$ cat config.mk
export PLATFORM = sky130hd
export DESIGN_NAME = frame_lock_detector
export DESIGN_NICKNAME = d
export VERILOG_FILES = /design/src/rtl/frame_lock_pkg.sv /design/src/rtl/fbl_bit_window.sv /design/src/rtl/fbl_phase_tracker.sv /design/src/rtl/fbl_lock_ctrl.sv /design/src/rtl/frame_lock_detector.sv
export SDC_FILE = /design/constraint.sdc
export NUM_CORES = 1
export LEC_CHECK = 0
export ABC_AREA = 0
export BUFFER_PORTS_ARGS = -buffer_cell sky130_fd_sc_hd__buf_4
export CAP_MARGIN = 40
export CORE_UTILIZATION = 60
export CTS_CLUSTER_DIAMETER = 60
export CTS_CLUSTER_SIZE = 8
export DETAILED_ROUTE_END_ITERATION = 8
export GPL_ROUTABILITY_DRIVEN = 0
export PLACE_DENSITY = 0.87
export SLEW_MARGIN = 20
export SYNTH_ARGS = -nofsm -noshare
export SYNTH_HDL_FRONTEND = slang
export SYNTH_SLANG_ARGS = --single-unit
export TNS_END_PERCENT = 5
$ cat constraint.sdc
create_clock -name clk -period 4.51 [get_ports clk]
set_clock_uncertainty 0.15 [all_clocks]
set_input_delay 1.353 -clock clk [delete_from_list [all_inputs] [get_ports clk]]
set_output_delay 1.353 -clock clk [all_outputs]
set_load 0.02 [all_outputs]
$ cat src/rtl/frame_lock_pkg.sv
package frame_lock_pkg;
  typedef enum logic {
    ST_HUNT  = 1'b0,
    ST_TRACK = 1'b1
  } lock_state_e;
endpackage

$ cat src/rtl/fbl_bit_window.sv
// Serial history window plus the free-running frame phase.
module fbl_bit_window #(
  parameter int FRAME_W = 12,
  parameter int PH_W    = 4
) (
  input  logic               clk,
  input  logic               rst,
  input  logic               clr,
  input  logic               bit_en,
  input  logic               ser_in,
  output logic [FRAME_W-1:0] win_nxt,
  output logic [PH_W-1:0]    phase,
  output logic               edge_hit
);
  logic [FRAME_W-1:0] sh_q;

  // window as it will look after this bit is taken; [0] is newest
  assign win_nxt  = {sh_q[FRAME_W-2:0], ser_in};
  assign edge_hit = ~sh_q[0] & ser_in;

  always_ff @(posedge clk) begin
    if (rst || clr) begin
      sh_q  <= '0;
      phase <= '0;
    end else if (bit_en) begin
      sh_q  <= win_nxt;
      phase <= (phase == PH_W'(FRAME_W-1)) ? '0 : phase + 1'b1;
    end
  end
endmodule

$ cat src/rtl/fbl_phase_tracker.sv
// One saturating run counter per candidate boundary phase.
module fbl_phase_tracker #(
  parameter int FRAME_W     = 12,
  parameter int PH_W        = 4,
  parameter int LOCK_FRAMES = 4
) (
  input  logic               clk,
  input  logic               rst,
  input  logic               clr,
  input  logic               bit_en,
  input  logic               edge_hit,
  input  logic [PH_W-1:0]    phase,
  output logic [FRAME_W-1:0] full
);
  localparam int CNT_W = $clog2(LOCK_FRAMES + 1);

  for (genvar g = 0; g < FRAME_W; g++) begin : g_phase
    logic [CNT_W-1:0] run_q;

    always_ff @(posedge clk) begin
      if (rst || clr) begin
        run_q <= '0;
      end else if (bit_en && (phase == PH_W'(g))) begin
        if (!edge_hit)
          run_q <= '0;
        else if (run_q != CNT_W'(LOCK_FRAMES))
          run_q <= run_q + 1'b1;
      end
    end

    assign full[g] = (run_q == CNT_W'(LOCK_FRAMES));
  end
endmodule

$ cat src/rtl/fbl_lock_ctrl.sv
// Hunt/track state, locked phase and consecutive-miss count.
module fbl_lock_ctrl
  import frame_lock_pkg::*;
#(
  parameter int FRAME_W     = 12,
  parameter int PH_W        = 4,
  parameter int LOSS_FRAMES = 4
) (
  input  logic               clk,
  input  logic               rst,
  input  logic               clr,
  input  logic               bit_en,
  input  logic               edge_hit,
  input  logic [PH_W-1:0]    phase,
  input  logic [FRAME_W-1:0] full,
  output logic               locked,
  output logic               lock_nx,
  output logic               hit_word
);
  localparam int MISS_W = $clog2(LOSS_FRAMES + 1);

  lock_state_e        st_q, st_d;
  logic [PH_W-1:0]    lock_ph_q, lock_ph_d;
  logic [MISS_W-1:0]  miss_q, miss_d;
  logic [FRAME_W-1:0] own_mask;
  logic               rival, own_full, on_ph;

  assign locked = (st_q == ST_TRACK);

  always_comb begin
    own_mask  = FRAME_W'(1) << phase;
    own_full  = |(full & own_mask);
    rival     = |(full & ~own_mask);
    on_ph     = bit_en && (phase == lock_ph_q);
    st_d      = st_q;
    lock_ph_d = lock_ph_q;
    miss_d    = miss_q;
    hit_word  = 1'b0;
    if (clr) begin
      st_d   = ST_HUNT;
      miss_d = '0;
    end else if (st_q == ST_HUNT) begin
      // fifth boundary at this phase, and no other phase as strong
      if (bit_en && edge_hit && own_full && !rival) begin
        st_d      = ST_TRACK;
        lock_ph_d = phase;
        miss_d    = '0;
      end
    end else if (on_ph) begin
      if (edge_hit) begin
        miss_d   = '0;
        hit_word = 1'b1;
      end else if (miss_q == MISS_W'(LOSS_FRAMES - 1)) begin
        st_d   = ST_HUNT;
        miss_d = '0;
      end else begin
        miss_d = miss_q + 1'b1;
      end
    end
    lock_nx = (st_d == ST_TRACK);
  end

  always_ff @(posedge clk) begin
    if (rst) begin
      st_q      <= ST_HUNT;
      lock_ph_q <= '0;
      miss_q    <= '0;
    end else begin
      st_q      <= st_d;
      lock_ph_q <= lock_ph_d;
      miss_q    <= miss_d;
    end
  end
endmodule

$ cat src/rtl/frame_lock_detector.sv
module frame_lock_detector #(
  parameter int DATA_W      = 10,
  parameter int LOCK_FRAMES = 4,
  parameter int LOSS_FRAMES = 4
) (
  input  logic              clk,
  input  logic              rst,
  input  logic              bit_en,
  input  logic              ser_in,
  input  logic              out_en,
  input  logic              pwr_on,
  output logic              lock_n,
  output logic [DATA_W-1:0] word_out,
  output logic              word_vld,
  output logic              drive_en
);
  localparam int FRAME_W = DATA_W + 2;
  localparam int PH_W    = $clog2(FRAME_W);

  logic               clr;
  logic [FRAME_W-1:0] win_nxt;
  logic [PH_W-1:0]    phase;
  logic               edge_hit;
  logic [FRAME_W-1:0] full;
  logic               locked, lock_nx, hit_word;
  logic [DATA_W-1:0]  word_bits;

  assign clr = ~pwr_on;

  fbl_bit_window #(.FRAME_W(FRAME_W), .PH_W(PH_W)) u_window (
    .clk(clk), .rst(rst), .clr(clr), .bit_en(bit_en), .ser_in(ser_in),
    .win_nxt(win_nxt), .phase(phase), .edge_hit(edge_hit)
  );

  fbl_phase_tracker #(.FRAME_W(FRAME_W), .PH_W(PH_W), .LOCK_FRAMES(LOCK_FRAMES)) u_tracker (
    .clk(clk), .rst(rst), .clr(clr), .bit_en(bit_en), .edge_hit(edge_hit),
    .phase(phase), .full(full)
  );

  fbl_lock_ctrl #(.FRAME_W(FRAME_W), .PH_W(PH_W), .LOSS_FRAMES(LOSS_FRAMES)) u_ctrl (
    .clk(clk), .rst(rst), .clr(clr), .bit_en(bit_en), .edge_hit(edge_hit),
    .phase(phase), .full(full), .locked(locked), .lock_nx(lock_nx), .hit_word(hit_word)
  );

  // win_nxt[0] is the new start bit, [1] the stop bit, [FRAME_W-1] data bit 0
  for (genvar i = 0; i < DATA_W; i++) begin : g_order
    assign word_bits[i] = win_nxt[FRAME_W-1-i];
  end

  always_ff @(posedge clk) begin
    if (rst) begin
      lock_n   <= 1'b1;
      drive_en <= 1'b0;
      word_vld <= 1'b0;
      word_out <= '0;
    end else begin
      lock_n   <= ~lock_nx;
      drive_en <= lock_nx & out_en & pwr_on;
      word_vld <= hit_word & out_en & pwr_on;
      if (hit_word)
        word_out <= word_bits;
    end
  end
endmodule

* Word level (Yosys, flattened, before mapping) *
Index checks and enable logic that the tools add are counted.
W data, S select, Z words.

cells by class
  add/subtract/negate cells = 14
  eq/ne operators = 50
  shifts and indexed selects = 1
  multiplexer cells = 40
  bitwise gates (word level) = 12
  reductions and logical operators = 37

operators by type and width
  operator                count
  $mux W3                 29
  $add A3 B1 Y3 const B   13
  $eq A3 B3 Y1 const B    12
  $ne A3 B3 Y1 const B    12
  $ne A2 B2 Y1 const B    13
  $reduce_and A2 Y1       13
  $and A12 B12 Y12        2
  $reduce_or A12 Y1       2
  $eq A4 B3 Y1 const B    4
  $eq A4 B4 Y1 const B    4
  $logic_and A1 B1 Y1     16
  $not A12 Y12            1
  $shl A1 B4 Y12 const A  1
  $mux W1                 10
  $eq A4 B2 Y1 const B    2
  $and A1 B1 Y1           5
  $add A4 B1 Y4 const B   1
  $eq A4 B1 Y1 const B    1
  $eq A4 B4 Y1            1
  $logic_not A4 Y1        1
  $mux W4                 1
  $not A1 Y1              4
  $eq A3 B2 Y1 const B    1
  $reduce_and A3 Y1       1
  other kinds (4)         4

storage, ports and cells
  register bits = 72
  bits of input ports = 6
  output and inout bits = 13
  word-level logic and storage cells = 175

* Depth between registers and ports, before layout *
  word-level depth = 11
  mapped depth = 10
  mapped depth without buffers = 8

* Hierarchy *
Synthesis repeated with hierarchy kept, for this count alone.

unflattened totals
  cells, all modules = 462
  area, all modules = 4250.3 um^2

modules (own cells, without submodules)
  module               instances  cells each  area an instance (um^2)  seq. area each (um^2)
  fbl_phase_tracker    1          266         2339.7                   720.7
  fbl_lock_ctrl        1          95          839.6                    160.2
  fbl_bit_window       1          61          626.9                    300.3
  frame_lock_detector  1          40          444.2                    260.2

* Worst setup path after synthesis *
No wires, ideal clock.

  kind = input -> register
  start = input bit_en
  end = register u_window.phase[1]
  setup time = 128 ps
  arrival = 2696 ps
  required time = 4232 ps
  slack = 1536 ps
  stages = 5
  path buffers = 3
  cell sequence = clkbuf_1 > buf_1 > clkbuf_1 > mux2i_1 > nor2_1

RTL lines
  what                    RTL line                  source
  start: declaration      frame_lock_detector.sv:8  input logic bit_en,
  end signal: assignment  fbl_bit_window.sv:27      phase <= (phase == PH_W'(FRAME_W-1)) ? '0 : phase + 1'b1;
  end: declaration        fbl_bit_window.sv:12      output logic [PH_W-1:0] phase,

* Worst setup path after layout *
  start = input bit_en
  end = register u_ctrl.miss_q[0]

between the ends
  word-level cells in the longest chain between the ends = 5
  elaborated cells between the ends (all ways) = 7
  those cells by class = 1 x eq/ne; 6 x reduce/logical

ends and longest elaborated chain
  what                              RTL line             source
  $logic_and A1 B1 Y1 (3 in a row)  fbl_lock_ctrl.sv:44  if (bit_en && edge_hit && own_full && !rival) begin
  $reduce_bool A2 Y1 (no line)      n/a
  $reduce_and A2 Y1 (no line) *     n/a
  end signal: assignment            fbl_lock_ctrl.sv:71  miss_q <= miss_d;
  end: declaration                  fbl_lock_ctrl.sv:24  logic [MISS_W-1:0] miss_q, miss_d;

Mark *: on every way between the ends. The rest lies on a longest branch, timed or not.
A chain may end at the register's enable or synchronous reset.

==> impl_summary.log <==
INFO  metric outcome = finished, final reports clean
INFO  metric timing.hold.worst_path_depth = 2
INFO  metric clock_input_transition_at_the_sequential_cells_of_the_worst_setup_and_hold_paths = 0.08 ns
INFO  metric post_route_cells_drive_above_1_share = 0.0966
INFO  metric number_of_synthesized_register_bits = 72
INFO  metric layout-area-overhead-vs-synth = 9.53%
INFO  metric synth_enable_flop_cells = 0
INFO  metric yosys_most_used_dff = dfxtp_1
INFO  metric cts.root.buffer_cell = clkbuf_8
INFO  metric drv_cap = 0
INFO  metric floorplan.rows = 28
INFO  metric netSwitchingFraction = 0.262
INFO  metric period_needed = 3.16 ns
INFO  metric n_fill_cell = 468
INFO  metric gr-total-overflow = 0
INFO  metric synth.avg_cell_area = 8.41 µm²
INFO  metric antenna_found_initial = 0
INFO  metric total_chip_power = between 1 and 1.5 mW
INFO  metric crit_type = in -> reg
INFO  metric layout.core_utilization = 0.689
INFO  metric post_drt_via_cell_ratio = 5.86
INFO  metric setup_violations = 0
INFO  metric relSlewSlack = 0.465
INFO  metric path_cells = buf_4 -> and3b_1 -> o221ai_1 -> a2111o_1 -> a211oi_1 -> a21oi_1 -> a32o_1
INFO  metric worst-slew-pin-transition = 0.801 ns
INFO  metric wl_per_cell = 14.7 µm
INFO  metric post_synth_inst_count = 448
INFO  metric ioPinCount = 19
INFO  metric timing.setup.tns = 0 ns
INFO  metric internal_power = 0.861 mW
INFO  metric cts-buffers-inserted = 9
INFO  metric route.vias.total = around 3200
INFO  metric yosys_warnings = 0
INFO  metric die_height = 81.3 µm
INFO  metric power_density = 283 nW/µm²
INFO  metric synth_nets = 485
INFO  metric comb_power_share = 0.052
INFO  metric synth_area = 3770 µm²
INFO  metric tritoncts = built
INFO  metric irDropWorstVdd = 0.261 mV
INFO  metric r2r_cells = 6
INFO  metric slowest_cell_delay_on_critical_path = between 0.4 and 0.5 ns
INFO  metric post-cts-setup-buffers = 0
INFO  metric cp.arrival = 3.25 ns
INFO  metric final_min_period_over_clock_period = 0.701
INFO  metric timing.hold.worst.class = reg -> reg
INFO  metric detailroute.wirelength.met3 = 345 µm
INFO  metric place_hpwl = roughly 5.5 mm
INFO  metric finalNetCount = 498
INFO  metric final_max_slew_viols = 0
INFO  metric dr_wl_met2 = 3.97 mm
INFO  metric worstPathBufferInverterCount = 1
INFO  metric r2r-end = u_ctrl.miss_q[0]
INFO  metric routedLengthMet1 = 3.50 mm
INFO  metric fin_area = 4130 µm²
INFO  metric cts_max_level = 3
INFO  metric p_seq_frac = 0.549
INFO  metric wl = just under 8 mm
INFO  metric starting_density = 0.629
INFO  metric share_of_synthesized_flip_flops_with_an_asynchronous_set_or_reset = 0
INFO  metric worst_hold_startpoint = u_ctrl.miss_q[1]
INFO  metric drc = 0
INFO  metric power.leakage = about 1.7 nW
INFO  metric tritoncts_num_sinks = 72
INFO  metric cp_data_required_time = 4.60 ns
INFO  metric worst_path_max_delay_cell = a2111o_1
INFO  metric finalHoldViolCount = 0
INFO  metric post_dp_cell_area = 3950 µm²
INFO  metric worst_path_fanout_max = 32
INFO  metric grt_pass1_wl = 13.5 mm
INFO  metric core-area = 5990 µm²
INFO  metric regToRegSetupSlack = 1.50 ns
INFO  metric end_point_of_the_most_critical_hold_path = u_ctrl.miss_q[1]
INFO  metric die_x = 81.3 µm
INFO  metric timing.critical_path.to_type = flop
INFO  metric design.die.area = around 6600 µm²
INFO  metric count_of_port_buffers_added_during_placement = 18
INFO  metric ant_nets = 0
INFO  metric power.switching = ~0.3 mW
INFO  metric rsz_0062_raised_after_global_routing = false
INFO  metric route.top_layer_used = met4
INFO  metric cts-root-to-sink-buffers = 2
INFO  metric startpoint_type = primary input
INFO  metric groute.usage.overall = 0.263
INFO  metric maximum_number_of_pins_on_one_net_before_global_route_repair = 33
INFO  metric rr_startpoint = u_window.phase[2]
INFO  metric pwr-share-clk = 0.399
INFO  metric achievable-frequency = around 0.32 GHz
INFO  metric number_of_distinct_library_cells_after_synthesis = 48
INFO  metric critical_path.top_delay_family = compound AO/OA/AOI/OAI gates
INFO  metric synth_seq_area_share = 0.382
INFO  metric antenna_cells = 0
INFO  metric drt_first_pass_iters = 4
INFO  metric clk_latency = between 0.3 and 0.4 ns
INFO  metric cts_resized = 0
INFO  metric vias_in_the_first_global_route = 3059
INFO  metric drt_iter0_drc = 230
INFO  metric holdBufCountCts = 0
==> synthesized netlist by cell type, types with 2 or more instances <==
master      n  share of area
nor2_1     76          0.076
dfxtp_1    72           0.38
inv_1      40          0.040
a21oi_1    37          0.049
ha_1       31           0.10
mux2i_1    30          0.080
nand2_1    29          0.029
o21ai_0    16          0.021
clkbuf_1   14          0.014
nand3_1    11          0.015
nor3_1     10          0.013
o2111ai_1  10          0.023
or4_1       9          0.018
and3b_1     5          0.012
nor2b_1     5         0.0083
xnor2_1     4         0.0093
xor2_1      4         0.0093
a211oi_1    3         0.0060
buf_1       3         0.0030
buf_2       3         0.0040
a311o_1     2         0.0053
and3_1      2         0.0033
and4b_1     2         0.0053
nand2b_1    2         0.0033
nand4_1     2         0.0033
nand4b_1    2         0.0046
o22ai_1     2         0.0033
o31ai_1     2         0.0040
==> worst max-delay path by stage <==
stage               startpoint                   to  slack (ns)  cells past startpoint
finish                  bit_en     u_ctrl.miss_q[0]        1.35                      7
global route            bit_en          word_out[5]        1.21                      6
global placement        bit_en  u_ctrl.lock_ph_q[3]        1.11                      7
detailed placement      bit_en  u_ctrl.lock_ph_q[3]        1.02                      7
CTS                     bit_en  u_ctrl.lock_ph_q[3]        1.39                      7
floorplan               bit_en    u_window.phase[1]        1.54                      5
==> per-stage QoR <==
step	hold WS [ns]	instances	worst slack (ns)
after CTS	0.321	541	1.39
final	0.320	541	1.35
after floorplan	0.292	448	1.54
after global placement	0.301	524	1.11
after detailed placement	0.310	525	1.02
after global routing	0.333	541	1.21
==> tightest hold or removal path, delay by kind of cell, from the launching register on <==
kind | cells | cell delay [ns]
AND/OR/NAND/NOR | 1 | 0.05
flip-flops | 1 | 0.32
multiplexers | 1 | 0.06
==> power by group through the flow <==
stage	combinational, mW	sequential, mW	clock (mW)
after floorplan	0.0428	0.654	0
after global placement	0.0567	0.656	0
after detailed placement	0.0597	0.656	0
after CTS	0.0600	0.641	0.473
after global routing	0.0662	0.641	0.504
final	0.0611	0.641	0.466
==> sequential cells by signal, indices dropped and copies added (netlist names) <==
signal and cells:
u_window.phase 4, word_vld 1, u_tracker.g_phase.run_q 36, u_window.sh_q 11, u_ctrl.miss_q 3, u_ctrl.lock_ph_q 4, word_out 10, drive_en 1
lock_n 1, u_ctrl.locked 1
==> cell families (layout without fill, tap and decap cells) <==
| family | Yosys count | count (layout) | synth area share |
|---|---|---|---|
| adder cells (fa/ha/maj) | 31 | 31 | 0.103 |
| multiplexers | 30 | 30 | 0.0797 |
| flip-flops | 72 | 72 | 0.382 |
| AO/OA/AOI/OAI | 82 | 82 | 0.143 |
| XOR/XNOR | 8 | 8 | 0.0186 |
| AND/OR/NAND/NOR | 163 | 163 | 0.208 |
| buffers and inverters | 62 | 80 | 0.0657 |
==> final cells by class <==
class | count | area, µm² | area share
clock buffers | 9 | 124 | 0.0300
inverters | 40 | 150 | 0.0364
multi-input cells | 314 | 2080 | 0.504
flip-flops and latches | 72 | 1440 | 0.349
well taps | 75 | 93.8 | 0.0227
clock inverters | 7 | 55.1 | 0.0133
repair buffers | 24 | 184 | 0.0446
==> routing by layer <==
metal  vias up  global-route usage
met1      1506               0.317
met4         0              0.0929
met5         -                   0
met2        78               0.456
li1       1577                   -
met3        11              0.0607
==> placed cells by master (no fill, tap or decap), drive strengths merged, types with 3 or more instances in the layout <==
cell type / count
or4: 10
clkbuf: 9
buf: 24
o21ai: 16
a211oi: 3
dfxtp: 72
o2111ai: 10
xnor2: 4
mux2i: 30
a21oi: 37
nor2b: 5
nor2: 77
and3b: 5
xor2: 4
nand2: 29
inv: 43
nand3: 11
ha: 31
nor3: 10
No activity file was read; power rests on OpenSTA's default activity.
